$ cat src/rtl/adc_tpg_pkg.sv
package adc_tpg_pkg;

    typedef enum logic [2:0] {
        SEL_LIVE    = 3'd0,
        SEL_ZERO    = 3'd1,
        SEL_ONES    = 3'd2,
        SEL_CHECKER = 3'd3,
        SEL_RAMP    = 3'd4,
        SEL_CUSTOM  = 3'd5,
        SEL_RSV6    = 3'd6,
        SEL_RSV7    = 3'd7
    } pat_sel_e;

    // Source category that the output mux steers on
    typedef enum logic [2:0] {
        SRC_LIVE,
        SRC_ZERO,
        SRC_ONES,
        SRC_CHECKER,
        SRC_RAMP,
        SRC_CUSTOM
    } src_e;

    function automatic src_e decode_sel(input logic [2:0] sel);
        src_e s;
        case (pat_sel_e'(sel))
            SEL_ZERO:    s = SRC_ZERO;
            SEL_ONES:    s = SRC_ONES;
            SEL_CHECKER: s = SRC_CHECKER;
            SEL_RAMP:    s = SRC_RAMP;
            SEL_CUSTOM:  s = SRC_CUSTOM;
            default:     s = SRC_LIVE;
        endcase
        return s;
    endfunction

endpackage

$ cat src/rtl/adc_tpg_seq.sv
// Holds the ramp counter and checkerboard phase; both restart on mode entry.
module adc_tpg_seq
    import adc_tpg_pkg::*;
#(
    parameter int DATA_W = 14
) (
    input  logic              clk,
    input  logic              rst,
    input  logic              adv,
    input  src_e              src,
    output logic [DATA_W-1:0] ramp_now,
    output logic              chk_phase_now
);
    logic              prev_ramp_q;
    logic              prev_chk_q;
    logic [DATA_W-1:0] cnt_q;
    logic              phase_q;

    assign ramp_now      = prev_ramp_q ? cnt_q : '0;
    assign chk_phase_now = prev_chk_q ? phase_q : 1'b0;

    always_ff @(posedge clk) begin
        if (rst) begin
            prev_ramp_q <= 1'b0;
            prev_chk_q  <= 1'b0;
            cnt_q       <= '0;
            phase_q     <= 1'b0;
        end else if (adv) begin
            prev_ramp_q <= (src == SRC_RAMP);
            prev_chk_q  <= (src == SRC_CHECKER);
            if (src == SRC_RAMP) begin
                cnt_q <= ramp_now + 1'b1;
            end
            if (src == SRC_CHECKER) begin
                phase_q <= ~chk_phase_now;
            end
        end
    end
endmodule

$ cat src/rtl/adc_tpg_fmt.sv
// Number format for live samples: offset binary flips the sign bit.
module adc_tpg_fmt #(
    parameter int DATA_W = 14
) (
    input  logic [DATA_W-1:0] live_in,
    input  logic              obin,
    output logic [DATA_W-1:0] live_out
);
    localparam int MSB = DATA_W - 1;

    always_comb begin
        live_out      = live_in;
        live_out[MSB] = live_in[MSB] ^ obin;
    end
endmodule

$ cat src/rtl/adc_tpg_mux.sv
// Selects the next output word from live data or one of the test sources.
module adc_tpg_mux
    import adc_tpg_pkg::*;
#(
    parameter int DATA_W = 14,
    parameter int LO_W   = 7
) (
    input  src_e              src,
    input  logic [DATA_W-1:0] live_fmt,
    input  logic [DATA_W-1:0] ramp_now,
    input  logic              chk_phase,
    input  logic [LO_W-1:0]   cust_lo,
    input  logic [DATA_W-LO_W-1:0] cust_hi,
    output logic [DATA_W-1:0] word_nxt
);
    logic [DATA_W-1:0] chk_odd;
    logic [DATA_W-1:0] chk_even;

    for (genvar i = 0; i < DATA_W; i++) begin : g_chk
        assign chk_odd[i]  = (i % 2) == 1;
        assign chk_even[i] = (i % 2) == 0;
    end

    always_comb begin
        case (src)
            SRC_ZERO:    word_nxt = '0;
            SRC_ONES:    word_nxt = '1;
            SRC_CHECKER: word_nxt = chk_phase ? chk_even : chk_odd;
            SRC_RAMP:    word_nxt = ramp_now;
            SRC_CUSTOM:  word_nxt = {cust_hi, cust_lo};
            default:     word_nxt = live_fmt;
        endcase
    end
endmodule

$ cat src/rtl/adc_tpg.sv
module adc_tpg
    import adc_tpg_pkg::*;
#(
    parameter int DATA_W = 14,
    parameter int LO_W   = 7,
    localparam int HI_W  = DATA_W - LO_W
) (
    input  logic              clk,
    input  logic              rst,
    input  logic              smp_vld,
    input  logic [DATA_W-1:0] smp_word,
    input  logic [2:0]        pat_sel,
    input  logic              fmt_obin,
    input  logic [LO_W-1:0]   cust_lo,
    input  logic [HI_W-1:0]   cust_hi,
    output logic [DATA_W-1:0] out_word,
    output logic              out_vld
);
    src_e              src;
    logic [DATA_W-1:0] ramp_now;
    logic              chk_phase;
    logic [DATA_W-1:0] live_fmt;
    logic [DATA_W-1:0] word_nxt;

    assign src = decode_sel(pat_sel);

    adc_tpg_seq #(.DATA_W(DATA_W)) u_seq (
        .clk           (clk),
        .rst           (rst),
        .adv           (smp_vld),
        .src           (src),
        .ramp_now      (ramp_now),
        .chk_phase_now (chk_phase)
    );

    adc_tpg_fmt #(.DATA_W(DATA_W)) u_fmt (
        .live_in  (smp_word),
        .obin     (fmt_obin),
        .live_out (live_fmt)
    );

    adc_tpg_mux #(.DATA_W(DATA_W), .LO_W(LO_W)) u_mux (
        .src       (src),
        .live_fmt  (live_fmt),
        .ramp_now  (ramp_now),
        .chk_phase (chk_phase),
        .cust_lo   (cust_lo),
        .cust_hi   (cust_hi),
        .word_nxt  (word_nxt)
    );

    always_ff @(posedge clk) begin
        if (rst) begin
            out_word <= '0;
            out_vld  <= 1'b0;
        end else begin
            out_vld <= smp_vld;
            if (smp_vld) begin
                out_word <= word_nxt;
            end
        end
    end
endmodule

$ cat config.mk
export PLATFORM = sky130hd
export DESIGN_NAME = adc_tpg
export DESIGN_NICKNAME = d
export VERILOG_FILES = /design/src/rtl/adc_tpg_pkg.sv /design/src/rtl/adc_tpg_seq.sv /design/src/rtl/adc_tpg_fmt.sv /design/src/rtl/adc_tpg_mux.sv /design/src/rtl/adc_tpg.sv
export SDC_FILE = /design/constraint.sdc
export NUM_CORES = 1
export LEC_CHECK = 0
export BUFFER_PORTS_ARGS = -buffer_cell sky130_fd_sc_hd__buf_2
export CORE_MARGIN = 4
export CORE_UTILIZATION = 48
export DETAILED_ROUTE_END_ITERATION = 10
export PLACE_DENSITY = 0.77
export SETUP_SLACK_MARGIN = 0.15
export SLEW_MARGIN = 20
export SYNTH_ARGS = -nofsm -noshare
export SYNTH_HDL_FRONTEND = slang
export SYNTH_SLANG_ARGS = --single-unit
$ cat constraint.sdc
create_clock -name clk -period 1.81 [get_ports clk]
set_input_delay 0.181 -clock clk [delete_from_list [all_inputs] [get_ports clk]]
set_output_delay 0.181 -clock clk [all_outputs]
set_load 0.02 [all_outputs]
Word level (Yosys, flattened, before mapping):

Index checks and enable logic that the tools add are counted.

* bits in read-only memories: 0
* bits in registers: 32
* logic and storage cells: 26
* memory bits (writable): 0
* output and inout bits: 15
* latch bits: 0
* bits of input ports: 35
* memories kept: 0

* div/mod/pow operators: 0
* reduce and logical (&&, ||, !) cells: 2
* bitwise logic cells: 2
* add/sub/neg operators: 1
* multiply operators: 0
* equality and inequality tests: 10
* mux-type cells: 5
* shifts and indexed selects: 0
* order comparisons: 0

Operator list (number)
* 14-bit one-hot mux with 5 select lines: 1
* 14-bit two-way mux: 2
* 3-bit one-hot mux with 5 select lines: 1
* 14-bit by 1-bit adder with 14-bit output, second input constant: 1
* 3-bit by 2-bit equality test with 1-bit output, second input constant: 4
* 3-bit equality test, second input constant: 4
* 3-bit by 1-bit equality test with 1-bit output, second input constant: 2
* 2-bit AND reduction: 2
* 1-bit two-way mux: 1
* 1-bit inverter: 1
* 1-bit bitwise XOR: 1

Logic depth before layout (Yosys ltp):

Gate-level depths: netlist of run 1.

* word-level depth: 4
* gate-level depth with buffers: 9
* gate-level depth less buffers: 7

By module:

From an unflattened synthesis of run 1, not the netlist that was laid out.

* cells, all modules: 260
* area total of the unflattened synthesis: 2108.3 µm²

Modules (own cells, without submodules)
* adc_tpg_seq: cells an instance 125, instances 1, area each 1026.0 µm², seq. area each 340.3 µm²
* adc_tpg: cells an instance 50, instances 1, area each 555.5 µm², seq. area each 300.3 µm²
* adc_tpg_mux: cells an instance 71, instances 1, area each 420.4 µm², seq. area each 0.0 µm²
* adc_tpg_fmt: cells an instance 14, instances 1, area each 106.4 µm², seq. area each 0.0 µm²

Worst setup path before layout of run 1:

No wires, ideal clock.

* path type: reg2reg
* start: register u_seq.prev_ramp_q
* end: register u_seq.cnt_q[10]
* library setup time: 0.071 ns
* arrival time: 1.736 ns
* path slack: 0.003 ns
* path buffers: 1
* period minus slack after synthesis: 1.807 ns
* cell stages (with the launch flop): 8
* required time: 1.739 ns
* cells stage by stage: dfxtp_1 buf_2 and2_1 ha_1 and3_1 nand4_2 or4_1 a21oi_1

* word-level cells in the longest chain between the ends: 2

RTL lines
* from (decl): RTL line adc_tpg_seq.sv:14 `logic prev_ramp_q;`
* from (signal assigned): RTL line adc_tpg_seq.sv:29 `prev_ramp_q <= (src == SRC_RAMP);`
* 14-bit two-way mux: RTL line adc_tpg_seq.sv:19 `assign ramp_now = prev_ramp_q ? cnt_q : '0;`
* 14-bit by 1-bit adder with 14-bit output: RTL line adc_tpg_seq.sv:32 `cnt_q <= ramp_now + 1'b1;`
* to (signal assigned): RTL line adc_tpg_seq.sv:32
* to (decl): RTL line adc_tpg_seq.sv:16 `logic [DATA_W-1:0] cnt_q;`

No other way between the ends.
A chain may end at the register's enable or synchronous reset.

Worst setup path in the final report of run 1:

* start: register u_seq.prev_ramp_q
* end: register u_seq.cnt_q[12]

Same word-level chain as after synthesis.

==> impl_metrics.csv, run 1 <==
group,metric,value,unit
critical_path,crit_fanout,5,
place,io_buffers,49,
global_routing,grtUsageMet1,28.6,%
clock_tree,cts_hold_buf,0,
critical_path,setup.worst_path.class,"flip-flop to flip-flop",
logic_synthesis,syn_nets,281,
place,gp_congestion,0.810,
pwr,max-vdd-ir-drop,467,µV
critical_path,slowest_stage,"or4_4",
final_layout,area_growth_syn_to_layout,37.5,%
pwr,p_seq_share,40.3,%
logic_synthesis,ys_seq_area_share,32.3,%
final_layout,antennaDiodeCount,0,
logic_synthesis,muxShareOfSynthArea,2.65,%
global_routing,top_usage_layer,"met2",
clock_tree,cts_tree,"built",
floorplan,die_h,72.3,µm
min_path,hold-path-endpoint,"out_word[1]$_SDFFE_PP0P_",
global_routing,grt_max_degree,34,
global_routing,grt_pass1_wl,8820,µm
floorplan,start_util,49.6,%
sta,final_max_slew_viol_count,0,
sta,clock.fmax,587,MHz
drt,wl,5550,µm
clock_tree,cts.clk_slew.worst_paths,0.08,ns
drt,routedWlPerCell,15.3,µm
place,dpl.hpwl,3980,µm
critical_path,rr_startpoint,"u_seq.prev_ramp_q$_SDFFE_PP0P_",
drt,antenna_left,0,
final_layout,layout_common_cells,"buf_2, nor2_1, dfxtp_1",
floorplan,dieArea,5220,µm²
clock_tree,clk_path_buf_depth,2,
global_routing,grtUsageMet3,4.43,%
logic_synthesis,synth_edf_count,0,
clock_tree,htreeDepth,2,
sta,slew_headroom,55.6,%
pwr,power_frac_clock,36.9,%
logic_synthesis,synth_largest_area_cell,"dfxtp_1",
logic_synthesis,syn_area,1980,µm²
critical_path,worstPathRequired,2.03,ns
logic_synthesis,synth_compound_area_share,27.1,%
clock_tree,cts_made_buffers,5,
logic_synthesis,synthCells,243,
drt,vias_per_cell,5.78,
min_path,min_from,"smp_word[1]",
sta,max_slew.worst_pin.slew,0.666,ns
global_routing,grt_usage,21.1,%
logic_synthesis,synth_area_leaders,"dfxtp_1, nand2b_1, nor2_1",
critical_path,reg2reg_setup_slack,0.11,ns
logic_synthesis,avgSynthCellArea,8.16,µm²
clock_tree,worstSkewPairLatency,0.29,ns
floorplan,coreArea,4000,µm²
sta,fin_crit,1.70,ns
job,cap_viol_max_count,0,
floorplan,die_x,72.3,µm
sta,timing_hold_violations_final,0,
sta,finalSetupViolCount,0,
final_layout,final_common_cell,"buf_2",
global_routing,grt-ovfl-total,0,
sta,finalClockSkew,0.00961,ns
logic_synthesis,synth-xor-area-share,0.442,%
final_layout,nFillCells,302,
min_path,min_path_cells,3,
place,pre_cts_ws,-0.189,ns
final_layout,utilization,68.2,%
sta,min_period_over_period,94.1,%
logic_synthesis,synthAdderAreaFrac,2.46,%
critical_path,reg2reg_to,"u_seq.cnt_q[12]$_SDFFE_PP0P_",
floorplan,io_pins,50,
critical_path,endpoint_kind,"flip-flop",
critical_path,cp.arrival,1.92,ns
pwr,power_density,681,nW/µm²
drt,drc,0,
final_layout,layout-drive-gt1-share,39.4,%
drt,drtIter0Drc,131,
logic_synthesis,synth_top_family_by_area,"simple AND/OR/NAND/NOR gates",
sta,finalWorstSetupSlack,0.106,ns
critical_path,max_stage_delay,0.51,ns
pwr,p_leak,1.12,nW
clock_tree,cts_sinks,32,
global_routing,antenna_found_initial,0,
run_status,status,"finished clean",
logic_synthesis,ys_warn_count,0,
final_layout,nNetsFinal,349,
logic_synthesis,synthDistinctLibCells,45,
drt,num_vias,2094,
critical_path,path_cells,"and2_4 > ha_4 > and3_4 > nand4_4 > or4_4 > a21oi_2",
global_routing,grt_use_met2,33.2,%
logic_synthesis,ys.flop_type,"dfxtp_1",
pwr,sw_frac_of_total,28.3,%
critical_path,worstRegToRegCells,6,
clock_tree,cts_root_buf,"clkbuf_8",
min_path,hp-class,"input pin to flip-flop",
logic_synthesis,synthSimpleGateAreaFrac,29.1,%
global_routing,grt_pass1_vias,1928,
floorplan,num_rows,23,
drt,first_pass_iters,4,
pwr,power.internal,0.00133,W
logic_synthesis,synth_top_area_share,32.3,%
critical_path,worstSetupStartpointType,"flip-flop",
logic_synthesis,ys_ff_latch,32,
logic_synthesis,async_reset_ff_share,0,%
sta,rsz0062_at_grt,"yes",
pwr,p_sw,0.000525,W
pwr,comb_power_share,22.8,%
-- metal layers --
| metal | routed length (µm) | share of wire (%) | vias up |
|---|---|---|---|
| li1 | - | - | 1037 |
| met1 | 2380 | 43 | 980 |
| met2 | 2750 | 50 | 70 |
| met3 | 339 | 6.1 | 7 |
| met4 | 75 | 1.4 | 0 |
| met5 | 0 | 0 | - |
-- flip-flops by register name, indices dropped and copies added, names as in the netlist --
signal,count
out_word,14
u_seq.prev_chk_q,1
u_seq.prev_ramp_q,1
out_vld,1
u_seq.phase_q,1
u_seq.cnt_q,14
-- Yosys cell counts, drive strengths merged, types with 5 or more instances --
master / count
nand2: 15
nor2: 31
o21ai: 12
nor3: 6
clkbuf: 11
buf: 8
o311a: 5
dfxtp: 32
o32ai: 14
a21oi: 19
a311oi: 7
nand2b: 19
inv: 6
nand3: 16
-- cell families (layout without fill, tap and decap cells) --
kind of cell / after synthesis / count (layout)
simple gates: 107 / 107
compound gates: 69 / 69
mux: 5 / 5
xor+xnor: 1 / 1
flops: 32 / 32
buf+inv: 25 / 94
fa+ha+maj: 4 / 4
-- final cells by class --
cell class | instances | area, µm² | share of cell area [%]
clock inverter | 3 | 42.5 | 1.56
inverter | 6 | 22.5 | 0.826
timing repair buffer | 80 | 534 | 19.6
multi-input combinational | 186 | 1350 | 49.5
sequential | 32 | 646 | 23.7
tap | 50 | 62.6 | 2.29
clock buffer | 5 | 68.8 | 2.52
-- worst max-delay path by stage --
stage                              startpoint                            to
6_report       u_seq.prev_ramp_q$_SDFFE_PP0P_  u_seq.cnt_q[12]$_SDFFE_PP0P_
4_1_cts        u_seq.prev_ramp_q$_SDFFE_PP0P_  u_seq.cnt_q[12]$_SDFFE_PP0P_
3_3_place_gp                       pat_sel[2]      out_word[8]$_SDFFE_PP0P_
5_1_grt        u_seq.prev_ramp_q$_SDFFE_PP0P_  u_seq.cnt_q[12]$_SDFFE_PP0P_
3_5_place_dp                       pat_sel[2]  u_seq.cnt_q[12]$_SDFFE_PP0P_
2_1_floorplan  u_seq.prev_ramp_q$_SDFFE_PP0P_  u_seq.cnt_q[10]$_SDFFE_PP0P_
-- what timing repair did --
action,CTS,global route
setup endpoints to repair,10,22
buffers inserted,4,4
pin swaps,4,6
resized for setup,1,20
gates cloned,0,0
-- through the flow --
step           hold slack [ns]  TNS, ns  cell area [µm²]  instances  power [W]
5_1_grt                  0.204        0             2730        362    0.00193
3_5_place_dp             0.472    -2.85             2460        346    0.00116
4_1_cts                  0.196        0             2610        358    0.00184
2_1_floorplan            0.384        0             2050        243    0.00101
6_report                 0.202        0             2730        362    0.00186
3_3_place_gp             0.460    -2.09             2460        346    0.00115
-- worst max-delay path: cells and delay by family, from the launching register on --
family                   cells  cell delay (ns)
adder cells (fa/ha/maj)      1             0.14
flip-flops                   1             0.37
AO/OA/AOI/OAI                1             0.12
AND/OR/NAND/NOR              4             1.01
-- power groups by stage --
stage / Sequential (W) / Combinational [W] / Clock, W
after floorplan: 0.000797 / 0.000209 / 0
final: 0.000748 / 0.000423 / 0.000685
after detailed placement: 0.000764 / 0.000391 / 0
after global routing: 0.000751 / 0.000455 / 0.000729
after global placement: 0.000764 / 0.000385 / 0
after CTS: 0.000749 / 0.000398 / 0.000696
(Power assumes the default switching activity.)
==> run 2, diff against run 1 <==
- PLACE_DENSITY: 0.77 -> 0.86
- SYNTH_HIERARCHICAL: unset -> 1
==> impl_metrics.csv, run 2 <==
group,metric,value,unit
run_status,status,"finished clean",
min_path,min_path_cells,2,
min_path,hold-path-endpoint,"out_word[10]$_SDFFE_PP0P_",
place,dpl_cell_area,2330,µm²
pwr,power_density,685,nW/µm²
clock_tree,cts_root_buf,"clkbuf_8",
final_layout,reg.largest.list,"out_word: 14 flops, u_seq/cnt_q: 14 flops",
final_layout,design_area,2430,µm²
final_layout,layout-drive-gt1-share,30.1,%
global_routing,grt_pass1_wl,9250,µm
global_routing,antenna_found_initial,0,
sta,holdWs,0.315,ns
critical_path,worstSetupStartpointType,"flip-flop",
min_path,hp-class,"input pin to flip-flop",
logic_synthesis,synth.most_common_cell,"nor2_1",
critical_path,critPathLaunch,"u_seq/prev_ramp_q$_SDFFE_PP0P_",
place,gp_congestion,0.863,
clock_tree,cts_resized,0,
global_routing,grt_pass1_vias,2036,
clock_tree,htreeDepth,2,
sta,rsz0062_at_grt,"no",
drt,routedWlPerCell,16.2,µm
clock_tree,cts_hold_buf,0,
sta,timing_hold_violations_final,0,
logic_synthesis,synthCells,260,
job,cap_viol_max_count,0,
drt,wl,5670,µm
place,dpl.hpwl,4030,µm
final_layout,nNetsFinal,334,
place,io_buffers,49,
critical_path,reg2reg_to,"u_seq/cnt_q[10]$_SDFFE_PP0P_",
global_routing,grt_max_degree,24,
logic_synthesis,syn_nets,296,
logic_synthesis,syn_area,2110,µm²
critical_path,reg2reg_setup_slack,0.25,ns
drt,antenna_left,0,
sta,setup_tns,0,ns
drt,first_pass_iters,5,
critical_path,rr_startpoint,"u_seq/prev_ramp_q$_SDFFE_PP0P_",
sta,fin_crit,1.56,ns
logic_synthesis,async_reset_ff_share,0,%
floorplan,io_pins,50,
clock_tree,cts.clk_slew.worst_paths,0.07,ns
drt,drtIter0Drc,206,
floorplan,coreArea,4120,µm²
logic_synthesis,ys_warn_count,6,
final_layout,utilization,59.0,%
clock_tree,cts_sinks,32,
clock_tree,cts_tree,"built",
logic_synthesis,synthDistinctLibCells,43,
pwr,max-vdd-ir-drop,517,µV
global_routing,grt_usage,21.5,%
sta,final_max_slew_viol_count,0,
sta,finalSetupViolCount,0,
floorplan,dieArea,5520,µm²
floorplan,die_x,74.3,µm
logic_synthesis,avgSynthCellArea,8.11,µm²
final_layout,final_common_cell,"buf_2",
logic_synthesis,synth_area_leaders,"dfxtp_1, nor2_1, mux2i_1",
clock_tree,worstSkewPairLatency,0.29,ns
final_layout,antennaDiodeCount,0,
floorplan,num_rows,23,
clock_tree,cts_made_buffers,5,
sta,finalWorstSetupSlack,0.248,ns
floorplan,start_util,51.2,%
critical_path,endpoint_kind,"flip-flop",
clock_tree,post_cts_buffers,0,
final_layout,nFillCells,364,
critical_path,setup.worst_path.class,"flip-flop to flip-flop",
logic_synthesis,ys_seq_area_share,30.4,%
logic_synthesis,synth_top_area_share,30.4,%
sta,clock.fmax,640,MHz
floorplan,die_h,74.3,µm
drt,vias_per_cell,5.93,
logic_synthesis,synth_largest_area_cell,"dfxtp_1",
critical_path,worstPathRequired,1.99,ns
place,pre_cts_ws,0.0831,ns
critical_path,crit_fanout,6,
sta,slew_headroom,59.2,%
final_layout,area_growth_syn_to_layout,15.2,%
sta,max_slew.worst_pin.slew,0.612,ns
global_routing,grt-ovfl-total,0,
logic_synthesis,synth_common_cells,"nor2_1, dfxtp_1, mux2i_1",
critical_path,cp.arrival,1.74,ns
sta,min_period_over_period,86.3,%
logic_synthesis,ys_ff_latch,32,
critical_path,worstRegToRegCells,7,
logic_synthesis,synth_edf_count,0,
drt,drc,0,
sta,finalClockSkew,0.00183,ns
min_path,min_from,"rst",
clock_tree,clk_path_buf_depth,2,
drt,num_vias,2070,
final_layout,layout_common_cells,"buf_2, nor2_1, dfxtp_1",
logic_synthesis,ys.flop_type,"dfxtp_1",
pwr,p_leak,0.998,nW
[run 2: changes by cell type after synthesis, sizes merged, moves of 4 or more]
cell | previous run | this run
a21oi | 19 | 15
a311oi | 7 | 1
and2 | 2 | 15
buf | 8 | 27
clkbuf | 11 | 3
mux2i | 3 | 18
nand2b | 19 | 6
nand3 | 16 | 6
nor2 | 31 | 53
nor4 | 1 | 15
o21ai | 12 | 7
o311a | 5 | 0
[run 2: layer usage]
metal | track usage, % | wire, µm | part of all wire (%)
met1 | 25.7 | 2330 | 41
met2 | 37.5 | 2870 | 51
met3 | 4.59 | 401 | 7.1
met4 | 8.70 | 67 | 1.2
met5 | 0 | 0 | 0
[run 2: worst max-delay path by stage]
stage	to	slack, ns	cells after the start
6_report	u_seq/cnt_q[10]$_SDFFE_PP0P_	0.25	7
5_1_grt	out_word[12]$_SDFFE_PP0P_	0.15	7
4_1_cts	u_seq/cnt_q[10]$_SDFFE_PP0P_	0.25	6
3_5_place_dp	out_word[3]$_SDFFE_PP0P_	0.08	7
3_3_place_gp	out_word[5]$_SDFFE_PP0P_	0.12	7
2_1_floorplan	u_seq/cnt_q[10]$_SDFFE_PP0P_	0.20	9
[run 2: where the power goes]
part | total (W) | internal [W] | switching (W) | leakage (nW)
clock | 0.000580 | 0.000310 | 0.000270 | 0.0455
sequential | 0.000749 | 0.000734 | 0.0000154 | 0.261
combinational | 0.000335 | 0.000144 | 0.000191 | 0.692
total | 0.00166 | 0.00119 | 0.000476 | 0.998
[run 2: per-stage QoR]
step	power (W)	instances
after floorplan	0.00100	260
after global placement	0.00108	341
after detailed placement	0.00109	341
after CTS	0.00168	349
after global routing	0.00174	349
final	0.00166	349
[run 2: layout make-up]
class / instances / area [µm²] / area share (%)
timing repair buffer: 61 / 360 / 14.8
sequential: 32 / 641 / 26.4
tap: 50 / 62.6 / 2.58
inverter: 3 / 11.3 / 0.464
multi-input combinational: 195 / 1260 / 52.0
clock buffer: 8 / 90.1 / 3.71
[run 2: worst max-delay path, stage by stage, from the launching register on]
cell,delay (ns)
dfxtp_1,0.34
buf_4,0.16
and2_4,0.17
ha_4,0.15
nand3_2,0.11
nor3_2,0.20
mux2i_1,0.24
a21oi_1,0.09
[run 2: cells by family (layout without fill, tap and decap cells)]
logic type,Yosys count,in the layout,synth area share [%]
AND/OR/NAND/NOR,127,127,33.4
AO/OA/AOI/OAI,48,48,15.6
buffers and inverters,33,72,11.1
flip-flops,32,32,30.4
multiplexers,18,18,8.55
adder cells (fa/ha/maj),1,1,0.593
XOR/XNOR,1,1,0.416
